$ cat src/rtl/irq_agg_pkg.sv
package irq_agg_pkg;
  localparam int unsigned OFS_STAT    = 'h00;
  localparam int unsigned OFS_RAW     = 'h04;
  localparam int unsigned OFS_EN_SET  = 'h08;
  localparam int unsigned OFS_EN_CLR  = 'h0C;
  localparam int unsigned OFS_SW_SET  = 'h10;
  localparam int unsigned OFS_SW_CLR  = 'h14;
  localparam int unsigned OFS_PT_SET  = 'h20;
  localparam int unsigned OFS_PT_CLR  = 'h24;
  localparam logic [31:0] PT_RST_DFLT = 32'h7FE0_0000;
endpackage

$ cat src/rtl/sic_setclr_reg.sv
module sic_setclr_reg #(
  parameter int unsigned W = 32,
  parameter logic [W-1:0] RST_VAL = '0
) (
  input  logic         clk_i,
  input  logic         rst_ni,
  input  logic         set_en_i,
  input  logic         clr_en_i,
  input  logic [W-1:0] bits_i,
  output logic [W-1:0] q_o
);
  always_ff @(posedge clk_i or negedge rst_ni) begin
    if (!rst_ni)       q_o <= RST_VAL;
    else if (set_en_i) q_o <= q_o | bits_i;
    else if (clr_en_i) q_o <= q_o & ~bits_i;
  end
endmodule

$ cat src/rtl/sic_route.sv
module sic_route #(
  parameter int unsigned W = 32
) (
  input  logic [W-1:0] src_i,
  input  logic [W-1:0] soft_i,
  input  logic [W-1:0] en_i,
  input  logic [W-1:0] pass_mask_i,
  output logic [W-1:0] raw_o,
  output logic [W-1:0] masked_o,
  output logic         irq_o,
  output logic [W-1:0] pass_o
);
  assign raw_o    = src_i | soft_i;
  assign masked_o = raw_o & en_i;
  assign irq_o    = |masked_o;
  assign pass_o   = raw_o & pass_mask_i;
endmodule

$ cat src/rtl/irq_aggregator.sv
module irq_aggregator
  import irq_agg_pkg::*;
#(
  parameter int unsigned NUM_SRC = 32,
  parameter int unsigned ADDR_W  = 6,
  parameter logic [NUM_SRC-1:0] PT_RST = NUM_SRC'(PT_RST_DFLT)
) (
  input  logic               clk_i,
  input  logic               rst_ni,
  input  logic [NUM_SRC-1:0] src_i,
  input  logic               wr_en_i,
  input  logic [ADDR_W-1:0]  addr_i,
  input  logic [NUM_SRC-1:0] wdata_i,
  output logic [NUM_SRC-1:0] rdata_o,
  output logic               irq_o,
  output logic [NUM_SRC-1:0] pass_o
);
  localparam int unsigned NREG = 3;
  localparam int unsigned R_EN = 0, R_SW = 1, R_PT = 2;

  logic [NREG-1:0]    set_en, clr_en;
  logic [NUM_SRC-1:0] en_q, soft_q, pass_q, raw, masked;

  always_comb begin
    set_en = '0;
    clr_en = '0;
    if (wr_en_i) begin
      set_en[R_EN] = addr_i == ADDR_W'(OFS_EN_SET);
      clr_en[R_EN] = addr_i == ADDR_W'(OFS_EN_CLR);
      set_en[R_SW] = addr_i == ADDR_W'(OFS_SW_SET);
      clr_en[R_SW] = addr_i == ADDR_W'(OFS_SW_CLR);
      set_en[R_PT] = addr_i == ADDR_W'(OFS_PT_SET);
      clr_en[R_PT] = addr_i == ADDR_W'(OFS_PT_CLR);
    end
  end

  sic_setclr_reg #(.W(NUM_SRC), .RST_VAL('0)) i_en_reg (
    .clk_i, .rst_ni, .set_en_i(set_en[R_EN]), .clr_en_i(clr_en[R_EN]),
    .bits_i(wdata_i), .q_o(en_q));

  sic_setclr_reg #(.W(NUM_SRC), .RST_VAL('0)) i_sw_reg (
    .clk_i, .rst_ni, .set_en_i(set_en[R_SW]), .clr_en_i(clr_en[R_SW]),
    .bits_i(wdata_i), .q_o(soft_q));

  sic_setclr_reg #(.W(NUM_SRC), .RST_VAL(PT_RST)) i_pt_reg (
    .clk_i, .rst_ni, .set_en_i(set_en[R_PT]), .clr_en_i(clr_en[R_PT]),
    .bits_i(wdata_i), .q_o(pass_q));

  sic_route #(.W(NUM_SRC)) i_route (
    .src_i, .soft_i(soft_q), .en_i(en_q), .pass_mask_i(pass_q),
    .raw_o(raw), .masked_o(masked), .irq_o, .pass_o);

  // write-only and unmapped offsets read as zero
  always_comb begin
    rdata_o = '0;
    if      (addr_i == ADDR_W'(OFS_STAT))   rdata_o = masked;
    else if (addr_i == ADDR_W'(OFS_RAW))    rdata_o = raw;
    else if (addr_i == ADDR_W'(OFS_EN_SET)) rdata_o = en_q;
    else if (addr_i == ADDR_W'(OFS_SW_SET)) rdata_o = soft_q;
    else if (addr_i == ADDR_W'(OFS_PT_SET)) rdata_o = pass_q;
  end
endmodule

$ cat config.mk
export PLATFORM = sky130hd
export DESIGN_NAME = irq_aggregator
export DESIGN_NICKNAME = d
export VERILOG_FILES = /design/src/rtl/irq_agg_pkg.sv /design/src/rtl/sic_setclr_reg.sv /design/src/rtl/sic_route.sv /design/src/rtl/irq_aggregator.sv
export SDC_FILE = /design/constraint.sdc
export NUM_CORES = 1
export LEC_CHECK = 0
export ABC_AREA = 1
export ABC_CLOCK_PERIOD_IN_PS = 1200
export BUFFER_PORTS_ARGS = -buffer_cell sky130_fd_sc_hd__buf_4
export CAP_MARGIN = 20
export CORE_AREA = 2 2 149 122
export CTS_CLUSTER_SIZE = 20
export DETAILED_ROUTE_END_ITERATION = 12
export DIE_AREA = 0 0 151 124
export GPL_TIMING_DRIVEN = 0
export PLACE_DENSITY = 0.56
export SLEW_MARGIN = 15
export SYNTH_ARGS = -nofsm -noshare
export SYNTH_HDL_FRONTEND = slang
export SYNTH_SLANG_ARGS = --single-unit
$ cat constraint.sdc
create_clock -name clk_i -period 1.2 [get_ports clk_i]
set_clock_uncertainty 0.15 [all_clocks]
set_input_delay 0.06 -clock clk_i [delete_from_list [all_inputs] [get_ports clk_i]]
set_output_delay 0.06 -clock clk_i [all_outputs]
set_load 0.01 [all_outputs]
======== Yosys cells after proc, flatten, opt, wreduce, memory -nomap -nowiden ========
Cells that the tools add are included.
word-level totals
  flip-flop bits (word level) ............. 96
  bits in writable memories ............... 0
  latch bits .............................. 0
  bits of input ports ..................... 73
  memories kept ........................... 0
  bits in read-only memories .............. 0
cells by class
  bitwise operators ....................... 10
  magnitude comparators ................... 0
  multiplexer cells ....................... 13
  $mul .................................... 0
  shifts and indexed selects .............. 0
  div/mod/pow operators ................... 0
  equal/unequal tests ..................... 7
  add/subtract/negate cells ............... 0
  reduce and logical (&&, ||, !) cells .... 5
operators by type and width
  kind                  count
  $mux W32              11
  $and A32 B32 Y32      5
  $or A32 B32 Y32       4
  $not A32 Y32          1
  $reduce_or A32 Y1     1
  $eq A6 B4 Y1 const B  2
  $eq A6 B5 Y1 const B  2
  $eq A6 B6 Y1 const B  2
  $eq A6 B3 Y1 const B  1
  $logic_not A6 Y1      1
  $mux W3               2
  $reduce_bool A2 Y1    3

======== Depth between registers and ports, before layout ========
Gate-level depths: netlist of the first run.
  depth in word-level cells ............... 6
  depth in mapped cells ................... 8
  gate-level depth less buffers ........... 8

======== By module ========
A second synthesis of the first run with hierarchy kept.
unflattened totals
  cells, all modules ...................... 1052
  area, all modules ....................... 6660.1 um^2
modules (own cells, without submodules)
  module                          cells each  instances  area an instance (um^2)  seq. area each (um^2)
  sic_setclr_reg at i_en_reg ...  166         2          1337.5                   800.8
  irq_aggregator                  341         1          1634.1                   0.0
  sic_setclr_reg at i_pt_reg      166         1          1350.0                   813.3
  sic_route                       213         1          1001.0                   0.0

======== Least setup slack after synthesis of the first run ========
Ideal clock, no wire load.
  kind .................................... reg-to-output
  from .................................... register with a tool-made name
  to ...................................... output port irq_o
  data required time ...................... 0.990 ns
  arrival time ............................ 0.971 ns
  slack ................................... 0.019 ns
  buffers on the path ..................... 0
  cell stages (with the launch flop) ...... 7
  cells stage by stage .................... dfrtp_1 -> o21ai_0 -> nand2_1 -> nor2_1 -> nand2_1 -> nor2_1 -> nand2_1
RTL lines
  element           RTL line              text
  end: declaration  irq_aggregator.sv:15  output logic irq_o,

==> results of run 1 <==
path summary, 6_finish.rpt:
check | from | end
max | flop | irq_o
min | wr_en_i | flop
max reg2reg | flop | flop
min reg2reg | flop | flop
max in group asynchronous | rst_ni | asynchronous set/reset pin
min in group asynchronous | rst_ni | asynchronous set/reset pin
layer usage:
layer  vias up  wire, um
met3        20      1310
met1      3174     10300
li1       3348         -
met2       184     10500
met4         0       240
met5         -         0
critical path, cell delays in order (launching register included):
cell,delay [ns]
dfrtp_1,0.41
o21ai_2,0.16
nand2_1,0.08
nor2_2,0.15
nand2_1,0.09
nor2_1,0.12
nand2_1,0.11
buf_6,0.14
cell type report:
cell class                      count  area [sq um]  area share
Multi-Input combinational cell    664          3840       0.382
Sequential cell                    96          2420       0.241
Timing Repair Buffer              242          2400       0.239
Buffer                             32           408      0.0406
Inverter                          108           405      0.0404
Tap cell                          225           282      0.0281
Clock buffer                       12           256      0.0256
Clock inverter                      4          30.0     0.00299
through the flow:
step | std cells | worst slack (ns) | TNS, ns | total power [mW]
after global routing | 1383 | -0.709 | -31.22 | 8.03
after detailed placement | 1263 | -0.649 | -54.62 | 4.50
final | 1383 | -0.627 | -24.30 | 7.72
after CTS | 1355 | -0.592 | -19.56 | 7.62
after floorplan | 901 | 0.0191 | 0 | 3.96
after global placement | 1263 | -0.662 | -71.74 | 4.49
power breakdown:
group          leakage, nW  switching (mW)  internal [mW]
sequential            1.28           0.153           3.39
clock                0.127            1.36           1.52
combinational         3.91           0.733          0.559
layout by cell type (no fill, tap or decap):
cell type	Yosys	final
buf_12	0	12
nand2_4	0	53
nor3_4	2	3
nand4_4	0	1
buf_8	0	2
nand3_1	39	27
inv_1	104	103
buf_6	0	99
dfstp_2	10	10
clkbuf_8	0	5
dfrtp_2	0	4
clkbuf_16	0	12
nor2_4	2	9
clkbuf_1	8	1
nand2_8	0	1
nand2_2	2	73
clkbuf_4	0	2
buf_4	0	114
o21ai_0	32	3
buf_2	22	2
buf_16	0	3
o21ai_1	116	95
inv_2	4	5
nor2_2	4	9
nor3_1	1	1
o21ai_2	0	50
clkinvlp_4	0	4
nand2_1	357	232
dlygate4sd3_1	0	34
dfrtp_1	86	82
nand3_2	0	12
nor2_1	75	63
o21a_1	32	32
repair_timing:
item / 4_1_cts / 5_1_grt
resized for setup: 225 / 273
gates cloned: 5 / 3
pin swaps: 30 / 76
buffers inserted: 37 / 34
setup endpoints to repair: 118 / 245
hold buffers: 34 / 0
hold endpoints to repair: 182 / 0
cell families after synthesis:
kind of cell	count (synthesis)	synth area share
DFF	96	0.410
buffers and inverters	141	0.0945
and+or+nand+nor	484	0.329
AOI/OAI and AO/OA	180	0.167
==> flow_summary.ini, run 1 <==
[yosys]
synth.top_cells.by_count = nand2_1 (357), o21ai_1 (116), inv_1 (104)
postSynth.asyncResetShare = 1.00
syn_area_sq_um = 5890
syn_area_per_cell_sq_um = 6.54
synth.ff_latch_count = 96
yosysMostFrequentCell = nand2_1
syn-num-nets = 974
syn-instance-count = 901
synth-edff-count = 0
synthTopCellsByArea = dfrtp_1 (37%), nand2_1 (23%), o21ai_1 (9.9%), inv_1 (6.6%), nor2_1 (4.8%)
yosysWarnings = 0
yosysSeqAreaShare = 0.410
synth_top_area_cell = dfrtp_1
synth_top_area_frac = 0.365
synth_cell_types = 20
synth_flop_cell = dfrtp_1

[setup_path]
crit_fanout = 2
end_kind = primary output
worstPathArrival_ns = 1.62
r2r_cells = 4
startpoint_type = flop
critPathRequiredTime_ns = 0.99
reg2reg_slack_ns = 0.17
path_class = flop to primary output

[power_and_ir_drop]
vdd_drop_max_mv = 0.680
power_per_cell_area_nw_per_um2 = 769
p_leak_nw = 5.31

[status]
status = complete, but fails checks
violations = setup timing

[global_route]
antenna_found_initial = 0
grt_pass1_vias = 5989
grt_pass1_wl_um = 32700
met1_usage = 0.332
grt_overflow = 0
grt_util_met3 = 0.0462
grt_max_degree = 97
grt_use_met2 = 0.369
grt_busiest_layer = met2
track_usage = 0.233

[cells_and_area]
synthToLayoutAreaGrowth_pct = 70.4
nets = 1226
drive_above_1_share = 0.419
antenna_cells = 0
post-route-util = 0.587
nFillCells = 1562
final_area_sq_um = 10000

[sta]
worst_pin_slew_ns = 0.547
fin_hold_ws_ns = 0.0150
clock.fmax_ghz = 0.547
slew_headroom = 0.635
finalSetupViolCount = 128
finalMaxSlewViolations = 0
finalCritPeriodShare = 1.52
layout_setup_ws_ns = -0.627
rsz0062_at_grt = true
period_minus_slack_ns = 1.83
hold_violations = 0

[min_path]
hold_path_depth = 5
hp-class = input pin to flop

[routing]
avgViaCountPerCell = 4.86
routed_wl_um = 22400
drc_errors = 0
vias = 6726
firstDrtPassIters = 5
drtIter0Drc = 385
drtAntennaViolNets = 0
wl_per_cell_um = 16.2

[place]
place_area_sq_um = 7200
hpwl_um = 13800
port_buffers = 137
gp_congestion = 0.796

[clocking]
clock_sinks = 96
ctsRootBufferMaster = clkbuf_16
clkTransAtPathRegs_ns = 0.07
cts-buffers-inserted = 9
cts_buffer_depth = 2
clock_latency_ns = 0.36
cts_tree = built
htreeDepth = 3

[floorplanning]
io_pins = 138
die_h_um = 124
rows = 43
start_util = 0.344
core_area_sq_um = 17100
die-area_sq_um = 18700
die_w_um = 151

[run]
max-cap-violations = 0
Power figures use the tool's default switching activity.
==> run 2: changes to the inputs <==
Settings changed: REMOVE_ABC_BUFFERS set to 1.
==> run 2 against run 1 <==
The run ends with hold timing, setup timing left; die area did not move; total power rose by 1.7%; cell count fell by 0.72%.
==> flow_summary.ini, run 2 (synthesis results as in run 1) <==
[floorplanning]
die_w_um = 151
die_h_um = 124
rows = 43
io_pins = 138
start_util = 0.344
die-area_sq_um = 18700
core_area_sq_um = 17100

[routing]
routed_wl_um = 23900
drc_errors = 0
wl_per_cell_um = 17.4
vias = 6768
drtIter0Drc = 453
firstDrtPassIters = 5
drtAntennaViolNets = 0
avgViaCountPerCell = 4.93

[power_and_ir_drop]
switching_power_mw = 2.26
cell_internal_pwr_mw = 5.60
vdd_drop_max_mv = 0.764
switching_share = 0.287
power_per_cell_area_nw_per_um2 = 789
power_frac_clock = 0.381
combinationalPowerShare = 0.168
p_seq_frac = 0.451
p_leak_nw = 5.15

[clocking]
clock_latency_ns = 0.35
ctsRootBufferMaster = clkbuf_16
clkTransAtPathRegs_ns = 0.07
cts_buffer_depth = 2
htreeDepth = 3
cts_tree = built
clock_sinks = 96
ctsHoldBuffers = 32
cts-buffers-inserted = 9

[cells_and_area]
antenna_cells = 0
nets = 1216
nFillCells = 1558
final_area_sq_um = 9960
drive_above_1_share = 0.378
seqCellArea_sq_um = 2420
mostFrequentLayoutCells = nand2_1 (267), buf_4 (113), o21ai_1 (106)
synthToLayoutAreaGrowth_pct = 69.1
final_common_cell = nand2_1
post-route-util = 0.582
multi_input_area_sq_um = 3660

[setup_path]
crit_fanout = 2
end_kind = primary output
startpoint_type = flop
critPathRequiredTime_ns = 0.99
reg2reg_slack_ns = 0.15
path_class = flop to primary output
worstPathArrival_ns = 1.58

[sta]
slew_headroom = 0.378
period_minus_slack_ns = 1.79
rsz0062_at_grt = true
layout_setup_ws_ns = -0.586
clock.fmax_ghz = 0.560
fin_hold_ws_ns = -0.337
hold_violations = 87
worst_pin_slew_ns = 0.933
finalSetupViolCount = 153
finalCritPeriodShare = 1.49
finalMaxSlewViolations = 0

[place]
place_area_sq_um = 7350
gp_congestion = 0.757
port_buffers = 137
hpwl_um = 13100

[global_route]
grt_pass1_vias = 5786
antenna_found_initial = 0
grt_pass1_wl_um = 32400
grt_overflow = 0
track_usage = 0.230
grt_max_degree = 97

[run]
max-cap-violations = 0

[min_path]
hp-class = input pin to asynchronous set/reset pin

[status]
status = complete, but fails checks
violations = hold timing, setup timing
-- run 2: cell types whose count changed in the layout (fill, tap and decap cells not counted), moves of 4 or more --
cell        before  now
clkbuf_16       12   18
nand2_4         53   30
nand2_2         73   59
o21ai_1         95  106
clkinv_4         0    4
nand2_1        232  267
clkinvlp_4       4    0
buf_12          12   17
clkbuf_8         5    0
o21ai_2         50   40
buf_16           3    8
buf_6           99   83
nand3_2         12    8
-- run 2: final timing paths --
check	endpoint	cells past startpoint
max in group asynchronous	asynchronous set/reset pin	1
worst min register to register	flop	2
min in group clk_i	flop	3
worst max-delay path	irq_o	7
worst min-delay path	asynchronous set/reset pin	1
worst max register to register	flop	4
-- run 2: final cells by class --
type / count / area share
Multi-Input combinational cell: 666 / 0.368
Sequential cell: 96 / 0.243
Tap cell: 225 / 0.0283
Inverter: 108 / 0.0407
Clock buffer: 10 / 0.0230
Clock inverter: 6 / 0.00704
Timing Repair Buffer: 262 / 0.290
-- run 2: layer usage --
metal  up-vias  part of all wire  global-route usage
met5         -                 0                   0
li1       3320                 -                   -
met4         0             0.020              0.0549
met3        34             0.066              0.0436
met2       235              0.45               0.362
met1      3179              0.47               0.329
-- run 2: repair_timing --
| item | CTS | global route |
|---|---|---|
| setup buffers | 46 | 30 |
| resized for setup | 130 | 196 |
| endpoints found under the setup margin | 161 | 139 |
| endpoints found under the hold margin | 182 | 87 |
| cloned | 5 | 8 |
| pin swaps | 46 | 75 |
-- run 2: power groups by stage --
| stage | registers, mW | logic (mW) | clock network (mW) |
|---|---|---|---|
| detailed placement | 3.57 | 0.945 | 0 |
| finish | 3.54 | 1.32 | 2.99 |
| global route | 3.56 | 1.45 | 3.17 |
| global placement | 3.57 | 0.902 | 0 |
| CTS | 3.53 | 1.18 | 3.05 |
| floorplan | 3.53 | 0.423 | 0 |
-- run 2: through the flow --
stage / TNS, ns / worst slack (ns) / cells / power (mW) / hold WS [ns]
floorplan: -81.81 / -0.898 / 868 / 3.96 / -0.386
detailed placement: -134.60 / -1.51 / 1242 / 4.52 / 0.0928
CTS: -16.16 / -0.594 / 1341 / 7.76 / -0.285
global placement: -302.55 / -2.85 / 1230 / 4.47 / 0.144
finish: -21.91 / -0.586 / 1373 / 7.85 / -0.337
global route: -28.54 / -0.673 / 1373 / 8.18 / -0.269
-- run 2: critical path: stages, from the launching register on --
cell     delay, ns
dfrtp_1       0.43
o21ai_2       0.21
nand2_1       0.12
nor2_4        0.11
nand2_1       0.07
nor2_2        0.09
nand2_2       0.08
buf_6         0.12
